File: config.mk
export PLATFORM = sky130hd
export DESIGN_NAME = stk_cache_top
export DESIGN_NICKNAME = d
export VERILOG_FILES = /design/src/rtl/stk_cache_pkg.sv /design/src/rtl/stk_ptr.sv /design/src/rtl/stk_alu.sv /design/src/rtl/stk_cache_top.sv
export SDC_FILE = /design/constraint.sdc
export NUM_CORES = 1
export LEC_CHECK = 0
export ABC_AREA = 1
export BUFFER_PORTS_ARGS = -buffer_cell sky130_fd_sc_hd__buf_4
export CORE_MARGIN = 10
export CORE_UTILIZATION = 40
export CTS_CLUSTER_DIAMETER = 150
export DETAILED_ROUTE_END_ITERATION = 6
export PLACE_DENSITY = 0.74
export SLEW_MARGIN = 30
export SYNTH_ARGS = -nofsm -noshare
export SYNTH_HDL_FRONTEND = slang
export SYNTH_SLANG_ARGS = --single-unit
File: constraint.sdc
create_clock -name clk -period 2.94 [get_ports clk]
set_input_delay 0.147 -clock clk [delete_from_list [all_inputs] [get_ports clk]]
set_output_delay 0.147 -clock clk [all_outputs]
set_load 0.01 [all_outputs]
File: src/rtl/stk_cache_pkg.sv
package stk_cache_pkg;
    typedef enum logic [1:0] {
        OP_PUSH = 2'd0,
        OP_POP  = 2'd1,
        OP_ADD  = 2'd2,
        OP_SUB  = 2'd3
    } stk_op_e;

    typedef enum logic {
        ST_IDLE   = 1'b0,
        ST_REFILL = 1'b1
    } stk_state_e;
endpackage

File: src/rtl/stk_ptr.sv
module stk_ptr #(
    parameter int AW = 6
) (
    input  logic          clk,
    input  logic          rst_n,
    input  logic          inc,
    input  logic          dec,
    output logic [AW-1:0] sp,
    output logic [AW-1:0] sp_up,
    output logic [AW-1:0] sp_dn
);
    localparam logic [AW-1:0] ONE = AW'(1);

    logic [AW-1:0] sp_q;

    // Both neighbours are always ready so the address mux never waits on an adder.
    assign sp_up = sp_q + ONE;
    assign sp_dn = sp_q - ONE;
    assign sp    = sp_q;

    always_ff @(posedge clk or negedge rst_n) begin
        if (!rst_n)
            sp_q <= '0;
        else if (inc)
            sp_q <= sp_up;
        else if (dec)
            sp_q <= sp_dn;
    end
endmodule

File: src/rtl/stk_alu.sv
module stk_alu #(
    parameter int W = 16
) (
    input  logic [W-1:0] lhs,
    input  logic [W-1:0] rhs,
    input  logic         sub,
    output logic [W-1:0] res
);
    always_comb begin
        if (sub)
            res = lhs - rhs;
        else
            res = lhs + rhs;
    end
endmodule

File: src/rtl/stk_cache_top.sv
module stk_cache_top
    import stk_cache_pkg::*;
#(
    parameter int W  = 16,
    parameter int AW = 6
) (
    input  logic          clk,
    input  logic          rst_n,
    input  logic          op_valid,
    input  logic [1:0]    op_code,
    input  logic [W-1:0]  op_data,
    output logic          busy,
    output logic          done,
    output logic [W-1:0]  tos,
    output logic [W-1:0]  nos,
    output logic          tos_vld,
    output logic          nos_vld,
    output logic [AW-1:0] sp,
    output logic          mem_en,
    output logic          mem_we,
    output logic [AW-1:0] mem_addr,
    output logic [W-1:0]  mem_wdata,
    input  logic [W-1:0]  mem_rdata
);
    stk_state_e    state_q, state_d;
    stk_op_e       opc;
    logic [W-1:0]  tos_q, nos_q, alu_res;
    logic          tos_v, nos_v, tos_dirty, nos_dirty;
    logic          done_q;
    logic [AW-1:0] sp_q, sp_up, sp_dn;
    logic          accept, do_push, do_cons, cons_ok, need_fill, spill, sp_inc, sp_dec;

    assign opc = stk_op_e'(op_code);

    stk_ptr #(.AW(AW)) u_ptr (
        .clk(clk), .rst_n(rst_n), .inc(sp_inc), .dec(sp_dec),
        .sp(sp_q), .sp_up(sp_up), .sp_dn(sp_dn)
    );

    stk_alu #(.W(W)) u_alu (
        .lhs(nos_q), .rhs(tos_q), .sub(opc == OP_SUB), .res(alu_res)
    );

    // Operation decode
    always_comb begin
        accept  = op_valid && (state_q == ST_IDLE);
        unique case (opc)
            OP_POP:        cons_ok = tos_v;
            OP_ADD, OP_SUB: cons_ok = tos_v && nos_v;
            default:       cons_ok = 1'b0;
        endcase
        do_push   = accept && (opc == OP_PUSH);
        do_cons   = accept && cons_ok;
        need_fill = do_cons && (sp_q != '0);
        spill     = do_push && tos_v && nos_v && nos_dirty;
        sp_inc    = do_push && tos_v && nos_v;
        sp_dec    = (state_q == ST_REFILL);
    end

    // State register
    always_ff @(posedge clk or negedge rst_n) begin
        if (!rst_n)
            state_q <= ST_IDLE;
        else
            state_q <= state_d;
    end

    always_comb begin
        unique case (state_q)
            ST_IDLE:   state_d = need_fill ? ST_REFILL : ST_IDLE;
            ST_REFILL: state_d = ST_IDLE;
            default:   state_d = ST_IDLE;
        endcase
    end

    // Outputs
    always_comb begin
        busy      = (state_q == ST_REFILL);
        done      = done_q;
        tos       = tos_q;
        nos       = nos_q;
        tos_vld   = tos_v;
        nos_vld   = nos_v;
        sp        = sp_q;
        mem_en    = spill || need_fill;
        mem_we    = spill;
        mem_addr  = spill ? sp_q : sp_dn;
        mem_wdata = nos_q;
    end

    // Cached entries
    always_ff @(posedge clk or negedge rst_n) begin
        if (!rst_n) begin
            tos_q     <= '0;
            nos_q     <= '0;
            tos_v     <= 1'b0;
            nos_v     <= 1'b0;
            tos_dirty <= 1'b0;
            nos_dirty <= 1'b0;
            done_q    <= 1'b0;
        end else begin
            done_q <= (accept && !need_fill) || (state_q == ST_REFILL);
            if (state_q == ST_REFILL) begin
                nos_q     <= mem_rdata;
                nos_v     <= 1'b1;
                nos_dirty <= 1'b0;
            end else if (do_push) begin
                if (tos_v) begin
                    nos_q     <= tos_q;
                    nos_v     <= 1'b1;
                    nos_dirty <= tos_dirty;
                end
                tos_q     <= op_data;
                tos_v     <= 1'b1;
                tos_dirty <= 1'b1;
            end else if (do_cons) begin
                if (opc == OP_POP) begin
                    tos_q     <= nos_q;
                    tos_v     <= nos_v;
                    tos_dirty <= nos_dirty;
                end else begin
                    tos_q     <= alu_res;
                    tos_dirty <= 1'b1;
                end
                nos_v     <= 1'b0;
                nos_dirty <= 1'b0;
            end
        end
    end

    // Checks
    a_r3_sp_after_spill: assert property (@(posedge clk) disable iff (!rst_n)
        (mem_en && mem_we) |=> (sp == $past(sp) + AW'(1)));
    a_r7_read_then_busy: assert property (@(posedge clk) disable iff (!rst_n)
        (mem_en && !mem_we) |=> busy);
    a_r7_refill_done: assert property (@(posedge clk) disable iff (!rst_n)
        busy |=> (!busy && done && nos_vld && sp == $past(sp) - AW'(1)));
    a_r9_quiet_when_busy: assert property (@(posedge clk) disable iff (!rst_n)
        busy |-> !mem_en);
    a_r11_nos_needs_tos: assert property (@(posedge clk) disable iff (!rst_n)
        nos_vld |-> tos_vld);
    a_r11_deep_means_full: assert property (@(posedge clk) disable iff (!rst_n)
        (!busy && sp != '0) |-> nos_vld);
endmodule

==> run_summary.xml, run 1 <==
<?xml version="1.0" encoding="UTF-8"?>
<metrics>
  <group name="cts">
    <metric name="clk_root_buffer_cell" unit="">clkbuf_8</metric>
    <metric name="cts_buffers" unit="">5</metric>
    <metric name="number_of_h_tree_levels" unit="">2</metric>
    <metric name="clkSinkCount" unit="">44</metric>
    <metric name="clock_path_buffers" unit="">2</metric>
    <metric name="worst_setup_hold_path_clk_slew" unit="ps">90</metric>
    <metric name="cts_tree" unit="">done</metric>
    <metric name="insertion_delay" unit="ps">300</metric>
  </group>
  <group name="logic_synthesis">
    <metric name="synthTopCellsByArea" unit="">dfrtp_1, nand2_1, ha_1, a21oi_1, inv_1</metric>
    <metric name="netlist.top_cell.by_area" unit="">dfrtp_1</metric>
    <metric name="postSynth.topFlopCell" unit="">dfrtp_1</metric>
    <metric name="synth.ff_latch_count" unit="">44</metric>
    <metric name="synth_most_common_cell" unit="">nand2_1</metric>
    <metric name="post_synth_inst_count" unit="">516</metric>
    <metric name="synth_enable_flop_cells" unit="">0</metric>
    <metric name="syn_area" unit="µm²">3664</metric>
    <metric name="ys.warnings.count" unit="">0</metric>
    <metric name="synth_seq_area_share" unit="%">30.05</metric>
    <metric name="synthTopCellsByCount" unit="">nand2_1, inv_1, nor2_1</metric>
    <metric name="syn_avg_cell_area" unit="µm²">7.100</metric>
    <metric name="syn-num-nets" unit="">573</metric>
    <metric name="synthArstFlopShare" unit="%">100.0</metric>
    <metric name="synthDistinctLibCells" unit="">40</metric>
    <metric name="synth.top_cell.area_share" unit="%">30.05</metric>
  </group>
  <group name="routing">
    <metric name="post_drt_via_cell_ratio" unit="">5.475</metric>
    <metric name="detailroute.via_count" unit="">3942</metric>
    <metric name="route.antenna.remaining_nets" unit="">0</metric>
    <metric name="remaining_drc_errors" unit="">0</metric>
    <metric name="wirelength" unit="µm">13220</metric>
    <metric name="drt_pass1_iterations" unit="">5</metric>
    <metric name="detail_route.iter0.violations" unit="">274</metric>
    <metric name="wl_per_cell" unit="µm">18.37</metric>
  </group>
  <group name="placement">
    <metric name="post-place-cells" unit="">705</metric>
    <metric name="io_buffers" unit="">102</metric>
    <metric name="pre_cts_slack" unit="ps">35.22</metric>
    <metric name="gp_congestion" unit="">0.9492</metric>
    <metric name="place_hpwl" unit="µm">9884</metric>
  </group>
  <group name="critical_path">
    <metric name="crit_top_cell" unit="">nand2_1</metric>
    <metric name="critical_path.endpoint_type" unit="">register</metric>
    <metric name="worstSetupStartpointType" unit="">register</metric>
    <metric name="critical_path_arrival" unit="ps">3010</metric>
    <metric name="timing.critical_path.max_delay_family" unit="">simple AND/OR/NAND/NOR gates</metric>
    <metric name="worstPathBufferInverterCount" unit="">2</metric>
    <metric name="cp_cell_sequence" unit="">inv_2 -&gt; ha_4 -&gt; nand4_1 -&gt; nor2_2 -&gt; nand3_2 -&gt; o31ai_2 -&gt; xor2_1 -&gt; ha_2 -&gt; nand2_4 -&gt; nor2_1 -&gt; nand2_1 -&gt; nand2_1 -&gt; inv_1 -&gt; nand2_1 -&gt; nand3_2 -&gt; nand4_1 -&gt; nand3_1 -&gt; nand2_1 -&gt; nand2_1</metric>
    <metric name="path_class" unit="">register to register</metric>
    <metric name="crit_path_max_fo" unit="">6</metric>
    <metric name="crit_path_max_incr_delay" unit="ps">420</metric>
    <metric name="worstPathRequired" unit="ps">3140</metric>
    <metric name="critPathSlowestCell" unit="">ha_2</metric>
  </group>
  <group name="global_route">
    <metric name="grt_first_pass_wirelength" unit="µm">20670</metric>
    <metric name="overflow_left_after_global_routing" unit="">0</metric>
    <metric name="first_global_vias" unit="">4042</metric>
    <metric name="global_route.usage.total" unit="%">19.24</metric>
    <metric name="antenna_found_initial" unit="">0</metric>
    <metric name="largest_net_degree_at_the_start_of_global_routing" unit="">45</metric>
  </group>
  <group name="power_and_ir_drop">
    <metric name="power.static_leakage" unit="nW">2.433</metric>
    <metric name="clockPowerShare" unit="%">8.1</metric>
    <metric name="p_per_area" unit="nW/µm²">1327</metric>
    <metric name="sw_frac_of_total" unit="%">51.51</metric>
    <metric name="pwr-share-comb" unit="%">71.3</metric>
    <metric name="share_seq_of_total_power" unit="%">20.6</metric>
    <metric name="p_switching" unit="mW">3.278</metric>
    <metric name="peakVddDrop" unit="µV">578.8</metric>
    <metric name="internal_power" unit="mW">3.086</metric>
    <metric name="report.power.total" unit="mW">6.363</metric>
  </group>
  <group name="floorplan">
    <metric name="die_height" unit="µm">115.7</metric>
    <metric name="coreArea" unit="µm²">8806</metric>
    <metric name="die_x" unit="µm">115.7</metric>
    <metric name="std_cell_rows" unit="">34</metric>
    <metric name="io_pins" unit="">103</metric>
    <metric name="die_area" unit="µm²">13390</metric>
    <metric name="start_util" unit="%">41.60</metric>
  </group>
  <group name="finish">
    <metric name="area_of_combinational_cells_with_multiple_inputs" unit="µm²">2290</metric>
    <metric name="fillerInstances" unit="">854</metric>
    <metric name="diodes" unit="">0</metric>
    <metric name="fin_util" unit="%">54.46</metric>
    <metric name="layoutNonFillerInstCount" unit="">720</metric>
    <metric name="finalNetCount" unit="">668</metric>
    <metric name="final-seq-area" unit="µm²">1104</metric>
    <metric name="areaGrowthSynthToFinish" unit="%">30.91</metric>
    <metric name="drive_gt1_share" unit="%">31.54</metric>
  </group>
  <group name="timing">
    <metric name="hold_viol" unit="">0</metric>
    <metric name="slew_headroom" unit="%">43.74</metric>
    <metric name="hold_slack" unit="ps">62.93</metric>
    <metric name="layout_min_cycle_time" unit="ps">2808</metric>
    <metric name="timing_max_transition_violations_final" unit="">0</metric>
    <metric name="max_slew.worst_pin.slew" unit="ps">842.9</metric>
    <metric name="clock-skew-final" unit="ps">7.606</metric>
    <metric name="fin_crit_sh" unit="%">95.50</metric>
    <metric name="setup-violations-final" unit="">0</metric>
    <metric name="postLayoutSetupSlackWorst" unit="ps">132.4</metric>
    <metric name="rsz_0062_raised_after_global_routing" unit="">true</metric>
    <metric name="maxClockFrequency" unit="MHz">356.2</metric>
  </group>
  <group name="flow_run">
    <metric name="max_cap_viol_count" unit="">0</metric>
  </group>
  <group name="hold_path">
    <metric name="holdCritPathClass" unit="">input port to register</metric>
  </group>
  <group name="outcome">
    <metric name="outcome" unit="">complete, no violations</metric>
  </group>
</metrics>
## worst min-delay path, stage by stage
cell	delay, ps
buf_4	80
nand2_1	40
nand3_1	60
## per-layer routing
metal / wire, µm / track usage [%] / up-vias
li1: - / - / 1891
met1: 5602 / 24.40 / 1843
met2: 6245 / 31.05 / 179
met3: 1026 / 4.548 / 29
met4: 348 / 7.506 / 0
met5: 0 / 0 / -
## flip-flops by register name, summed over array words and instances, names as in the netlist
register   count
tos_dirty      1
nos_vld        1
u_ptr.sp       6
tos           16
nos_dirty      1
busy           1
mem_wdata     16
done           1
tos_vld        1
## cell usage in the layout (no fill, tap or decap), types with 4 or more instances in the layout
cell,netlist,final
nand4_1,5,5
nor2_1,51,46
inv_1,55,51
o21ai_1,0,6
dfrtp_1,44,42
ha_1,19,14
clkbuf_8,0,7
a21oi_2,1,8
inv_2,4,8
a21oi_1,42,35
o22ai_1,5,5
xor2_1,22,22
o21ai_0,33,26
nor2_2,0,5
nand3_2,0,4
nand2_2,2,12
nand2_1,114,103
nand3_1,33,29
buf_4,18,120
a31oi_1,5,5
o211ai_1,8,8
## area by class of cell
cell class,count,share of cell area (%)
inverter,60,4.800
clock inverter,1,0.6261
multi-input combinational,379,47.74
sequential,44,23.01
clock buffer,7,2.009
timing repair buffer,121,18.99
tap,108,2.818
## power groups by stage
stage                     clock network [mW]  logic, mW  registers (mW)
after floorplan                            0       2.55            1.31
after global placement                     0       3.99            1.30
after detailed placement                   0       4.03            1.30
after CTS                              0.532       4.05            1.29
after global routing                   0.555       4.99            1.35
final                                  0.518       4.54            1.31
## metrics by stage
step / setup TNS, ps / area, µm²
global route: -107.3 / 4796
finish: 0 / 4796
CTS: 0 / 4574
global placement: 0 / 4438
floorplan: 0 / 3664
detailed placement: 0 / 4438
## kinds of logic (layout without fill, tap and decap cells)
kind of cell	Yosys count	count (layout)	synth area share, %
xor+xnor	25	25	5.977
buf+inv	93	189	12.19
fa+ha+maj	20	20	7.036
compound gates	115	115	18.85
simple gates	219	219	25.89
flops	44	44	30.05
## repair_timing
action | in CTS | in global routing
resized for setup | 0 | 55
endpoints found under the setup margin | 0 | 10
hold buffers | 1 | 0
buffers inserted | 0 | 6
hold endpoints to repair | 44 | 0
## worst paths after layout
path	start	to	slack (ps)	depth (start not counted)
max in group asynchronous	rst_n	tos[0]	2110	2
max reg2reg	tos[1]	tos[15]	130	19
min	mem_rdata[12]	mem_wdata[12]	60	3
max	tos[1]	tos[15]	130	19
min reg2reg	tos_dirty	nos_dirty	530	2
min in group asynchronous	rst_n	tos[6]	400	2
No activity file was read; power rests on OpenSTA's default activity.
==> inputs of run 2 (changes only) <==
--- a/config.mk
+++ b/config.mk
@@ -9,6 +9,7 @@
 export BUFFER_PORTS_ARGS = -buffer_cell sky130_fd_sc_hd__buf_4
 export CORE_MARGIN = 10
 export CORE_UTILIZATION = 40
+export CTS_BUF_LIST = sky130_fd_sc_hd__clkbuf_2
 export CTS_CLUSTER_DIAMETER = 150
 export DETAILED_ROUTE_END_ITERATION = 6
 export PLACE_DENSITY = 0.74
==> run_summary.xml, run 2 (same netlist as run 1, synthesis figures left out) <==
<?xml version="1.0" encoding="UTF-8"?>
<metrics>
  <group name="finish">
    <metric name="fillerInstances" unit="">844</metric>
    <metric name="final_common_cell" unit="">buf_4</metric>
    <metric name="layoutNonFillerInstCount" unit="">741</metric>
    <metric name="areaGrowthSynthToFinish" unit="%">34.29</metric>
    <metric name="diodes" unit="">0</metric>
    <metric name="finalNetCount" unit="">689</metric>
    <metric name="drive_gt1_share" unit="%">29.86</metric>
    <metric name="layout.cells.most_common_list" unit="">buf_4, nand2_1, inv_1</metric>
  </group>
  <group name="critical_path">
    <metric name="path_class" unit="">register to register</metric>
    <metric name="worstSetupStartpointType" unit="">register</metric>
    <metric name="cp_cell_sequence" unit="">nor2_2 -&gt; nand4_1 -&gt; nor2_2 -&gt; nand3_2 -&gt; nand2_2 -&gt; xor2_1 -&gt; inv_1 -&gt; ha_4 -&gt; nand2_1 -&gt; inv_2 -&gt; nand2_2 -&gt; nor3_2 -&gt; nand2_1 -&gt; nand2_1 -&gt; nand3_2 -&gt; nand4_1 -&gt; nand3_1 -&gt; nand2_1 -&gt; nand2_1</metric>
    <metric name="r2r_slack" unit="ps">100</metric>
    <metric name="worst_r2r_path_depth" unit="">19</metric>
    <metric name="crit_path_max_fo" unit="">3</metric>
    <metric name="critical_path.endpoint_type" unit="">register</metric>
    <metric name="worstPathRequired" unit="ps">3320</metric>
    <metric name="r2r_end" unit="">tos[15]</metric>
    <metric name="critPathSlowestCell" unit="">dfrtp_1</metric>
    <metric name="critical_path_arrival" unit="ps">3220</metric>
    <metric name="crit_top_cell" unit="">nand2_1</metric>
    <metric name="critical_path.reg2reg.startpoint" unit="">tos[4]</metric>
    <metric name="crit_path_max_incr_delay" unit="ps">470</metric>
  </group>
  <group name="timing">
    <metric name="rsz_0062_raised_after_global_routing" unit="">true</metric>
    <metric name="fin_crit_sh" unit="%">96.58</metric>
    <metric name="hold_slack" unit="ps">9.182</metric>
    <metric name="setup-violations-final" unit="">0</metric>
    <metric name="max_slew.worst_pin.slew" unit="ps">835.5</metric>
    <metric name="hold_viol" unit="">0</metric>
    <metric name="clock-skew-final" unit="ps">32.65</metric>
    <metric name="maxClockFrequency" unit="MHz">352.2</metric>
    <metric name="slew_headroom" unit="%">44.24</metric>
    <metric name="layout_min_cycle_time" unit="ps">2840</metric>
    <metric name="timing_max_transition_violations_final" unit="">0</metric>
  </group>
  <group name="routing">
    <metric name="remaining_drc_errors" unit="">0</metric>
    <metric name="detailroute.via_count" unit="">4026</metric>
    <metric name="drt_pass1_iterations" unit="">6</metric>
    <metric name="route.antenna.remaining_nets" unit="">0</metric>
    <metric name="detail_route.iter0.violations" unit="">383</metric>
    <metric name="post_drt_via_cell_ratio" unit="">5.433</metric>
    <metric name="wirelength" unit="µm">13590</metric>
    <metric name="wl_per_cell" unit="µm">18.34</metric>
  </group>
  <group name="power_and_ir_drop">
    <metric name="p_switching" unit="mW">3.258</metric>
    <metric name="internal_power" unit="mW">2.927</metric>
    <metric name="clockPowerShare" unit="%">5.7</metric>
    <metric name="peakVddDrop" unit="µV">542.0</metric>
    <metric name="sw_frac_of_total" unit="%">52.67</metric>
    <metric name="power.static_leakage" unit="nW">2.478</metric>
    <metric name="share_seq_of_total_power" unit="%">21.2</metric>
    <metric name="p_per_area" unit="nW/µm²">1257</metric>
    <metric name="pwr-share-comb" unit="%">73.1</metric>
  </group>
  <group name="outcome">
    <metric name="outcome" unit="">complete, no violations</metric>
  </group>
  <group name="cts">
    <metric name="clock_path_buffers" unit="">2</metric>
    <metric name="cts_tree" unit="">done</metric>
    <metric name="clkSinkCount" unit="">44</metric>
    <metric name="clk_root_buffer_cell" unit="">clkbuf_2</metric>
    <metric name="number_of_h_tree_levels" unit="">2</metric>
    <metric name="insertion_delay" unit="ps">440</metric>
    <metric name="cts_buffers" unit="">5</metric>
    <metric name="worst_setup_hold_path_clk_slew" unit="ps">250</metric>
  </group>
  <group name="floorplan">
    <metric name="die_height" unit="µm">115.7</metric>
    <metric name="die_x" unit="µm">115.7</metric>
    <metric name="std_cell_rows" unit="">34</metric>
    <metric name="start_util" unit="%">41.60</metric>
    <metric name="io_pins" unit="">103</metric>
    <metric name="coreArea" unit="µm²">8806</metric>
    <metric name="die_area" unit="µm²">13390</metric>
  </group>
  <group name="global_route">
    <metric name="overflow_left_after_global_routing" unit="">0</metric>
    <metric name="first_global_vias" unit="">4116</metric>
    <metric name="global_route.usage.total" unit="%">19.62</metric>
    <metric name="largest_net_degree_at_the_start_of_global_routing" unit="">45</metric>
    <metric name="antenna_found_initial" unit="">0</metric>
    <metric name="grt_first_pass_wirelength" unit="µm">21130</metric>
  </group>
  <group name="placement">
    <metric name="gp_congestion" unit="">0.9492</metric>
    <metric name="post-place-cells" unit="">705</metric>
    <metric name="io_buffers" unit="">102</metric>
    <metric name="place_hpwl" unit="µm">9884</metric>
  </group>
  <group name="hold_path">
    <metric name="hold_path_end" unit="">tos[6]</metric>
    <metric name="holdCritPathClass" unit="">input port to register</metric>
    <metric name="worst_hold_startpoint" unit="">op_data[6]</metric>
    <metric name="hold_path_depth" unit="">3</metric>
  </group>
  <group name="flow_run">
    <metric name="max_cap_viol_count" unit="">0</metric>
  </group>
</metrics>
==> run 2: changes by cell type in the layout (fill, tap and decap cells not counted), moves of 2 or more <==
cell / before / now
nand2_2: 12 / 9
clkbuf_8: 7 / 0
dlygate4sd3_1: 1 / 21
nand2_1: 103 / 107
clkinv_1: 0 / 2
clkbuf_2: 0 / 5
==> run 2: layout make-up <==
type / instances / area [µm²] / share of cell area, %
clock buffer: 5 / 25.02 / 0.5086
clock inverter: 3 / 37.54 / 0.7630
inverter: 60 / 230.2 / 4.680
multi-input combinational: 379 / 2268 / 46.11
sequential: 44 / 1105 / 22.46
tap: 108 / 135.1 / 2.747
timing repair buffer: 142 / 1119 / 22.74
==> run 2: timing repair <==
item,CTS,global route
hold buffers,21,0
buffers inserted,0,7
setup endpoints to repair,0,10
gates resized for setup,0,49
endpoints found under the hold margin,64,0
==> run 2: worst max-delay path, delay by kind of cell, from the launching register on <==
family | cells | cell delay (ps)
flip-flops | 1 | 470
adder cells (fa/ha/maj) | 1 | 280
buffers and inverters | 2 | 170
AND/OR/NAND/NOR | 15 | 1700
XOR/XNOR | 1 | 160
==> run 2: metal layers <==
| layer | part of all wire, % | global-route usage, % |
|---|---|---|
| met1 | 43 | 24.49 |
| met2 | 48 | 32.72 |
| met3 | 7.7 | 5.065 |
| met4 | 1.9 | 5.671 |
| met5 | 0 | 0 |
==> run 2: power groups by stage <==
| stage | Sequential, mW | Combinational [mW] | Clock (mW) |
|---|---|---|---|
| after floorplan | 1.31 | 2.55 | 0 |
| after global placement | 1.30 | 3.99 | 0 |
| after detailed placement | 1.30 | 4.03 | 0 |
| after CTS | 1.28 | 4.08 | 0.356 |
| after global routing | 1.35 | 4.96 | 0.383 |
| final | 1.31 | 4.52 | 0.354 |
==> run 2: per-stage QoR <==
| step | total power [mW] | util (%) | TNS [ps] | instance area [µm²] | worst slack [ps] |
|---|---|---|---|---|---|
| floorplan | 3.865 | - | 0 | 3664 | 355.2 |
| global placement | 5.291 | 50.40 | 0 | 4438 | 67.76 |
| detailed placement | 5.329 | 50.40 | 0 | 4438 | 35.22 |
| CTS | 5.716 | 53.50 | 0 | 4711 | 38.50 |
| global route | 6.695 | 55.87 | -169.5 | 4920 | -80.49 |
| finish | 6.186 | 55.87 | 0 | 4920 | 100.4 |
==> run 2: how the worst max path moves through the flow <==
stage               startpoint       to  slack, ps  cells after the start
floorplan               tos[0]  tos[15]        360                     17
global placement        tos[0]  tos[15]         70                     17
detailed placement      tos[0]  tos[15]         40                     17
CTS                     tos[0]  tos[15]         40                     17
global route            tos[1]  tos[15]        -80                     22
finish                  tos[4]  tos[15]        100                     19
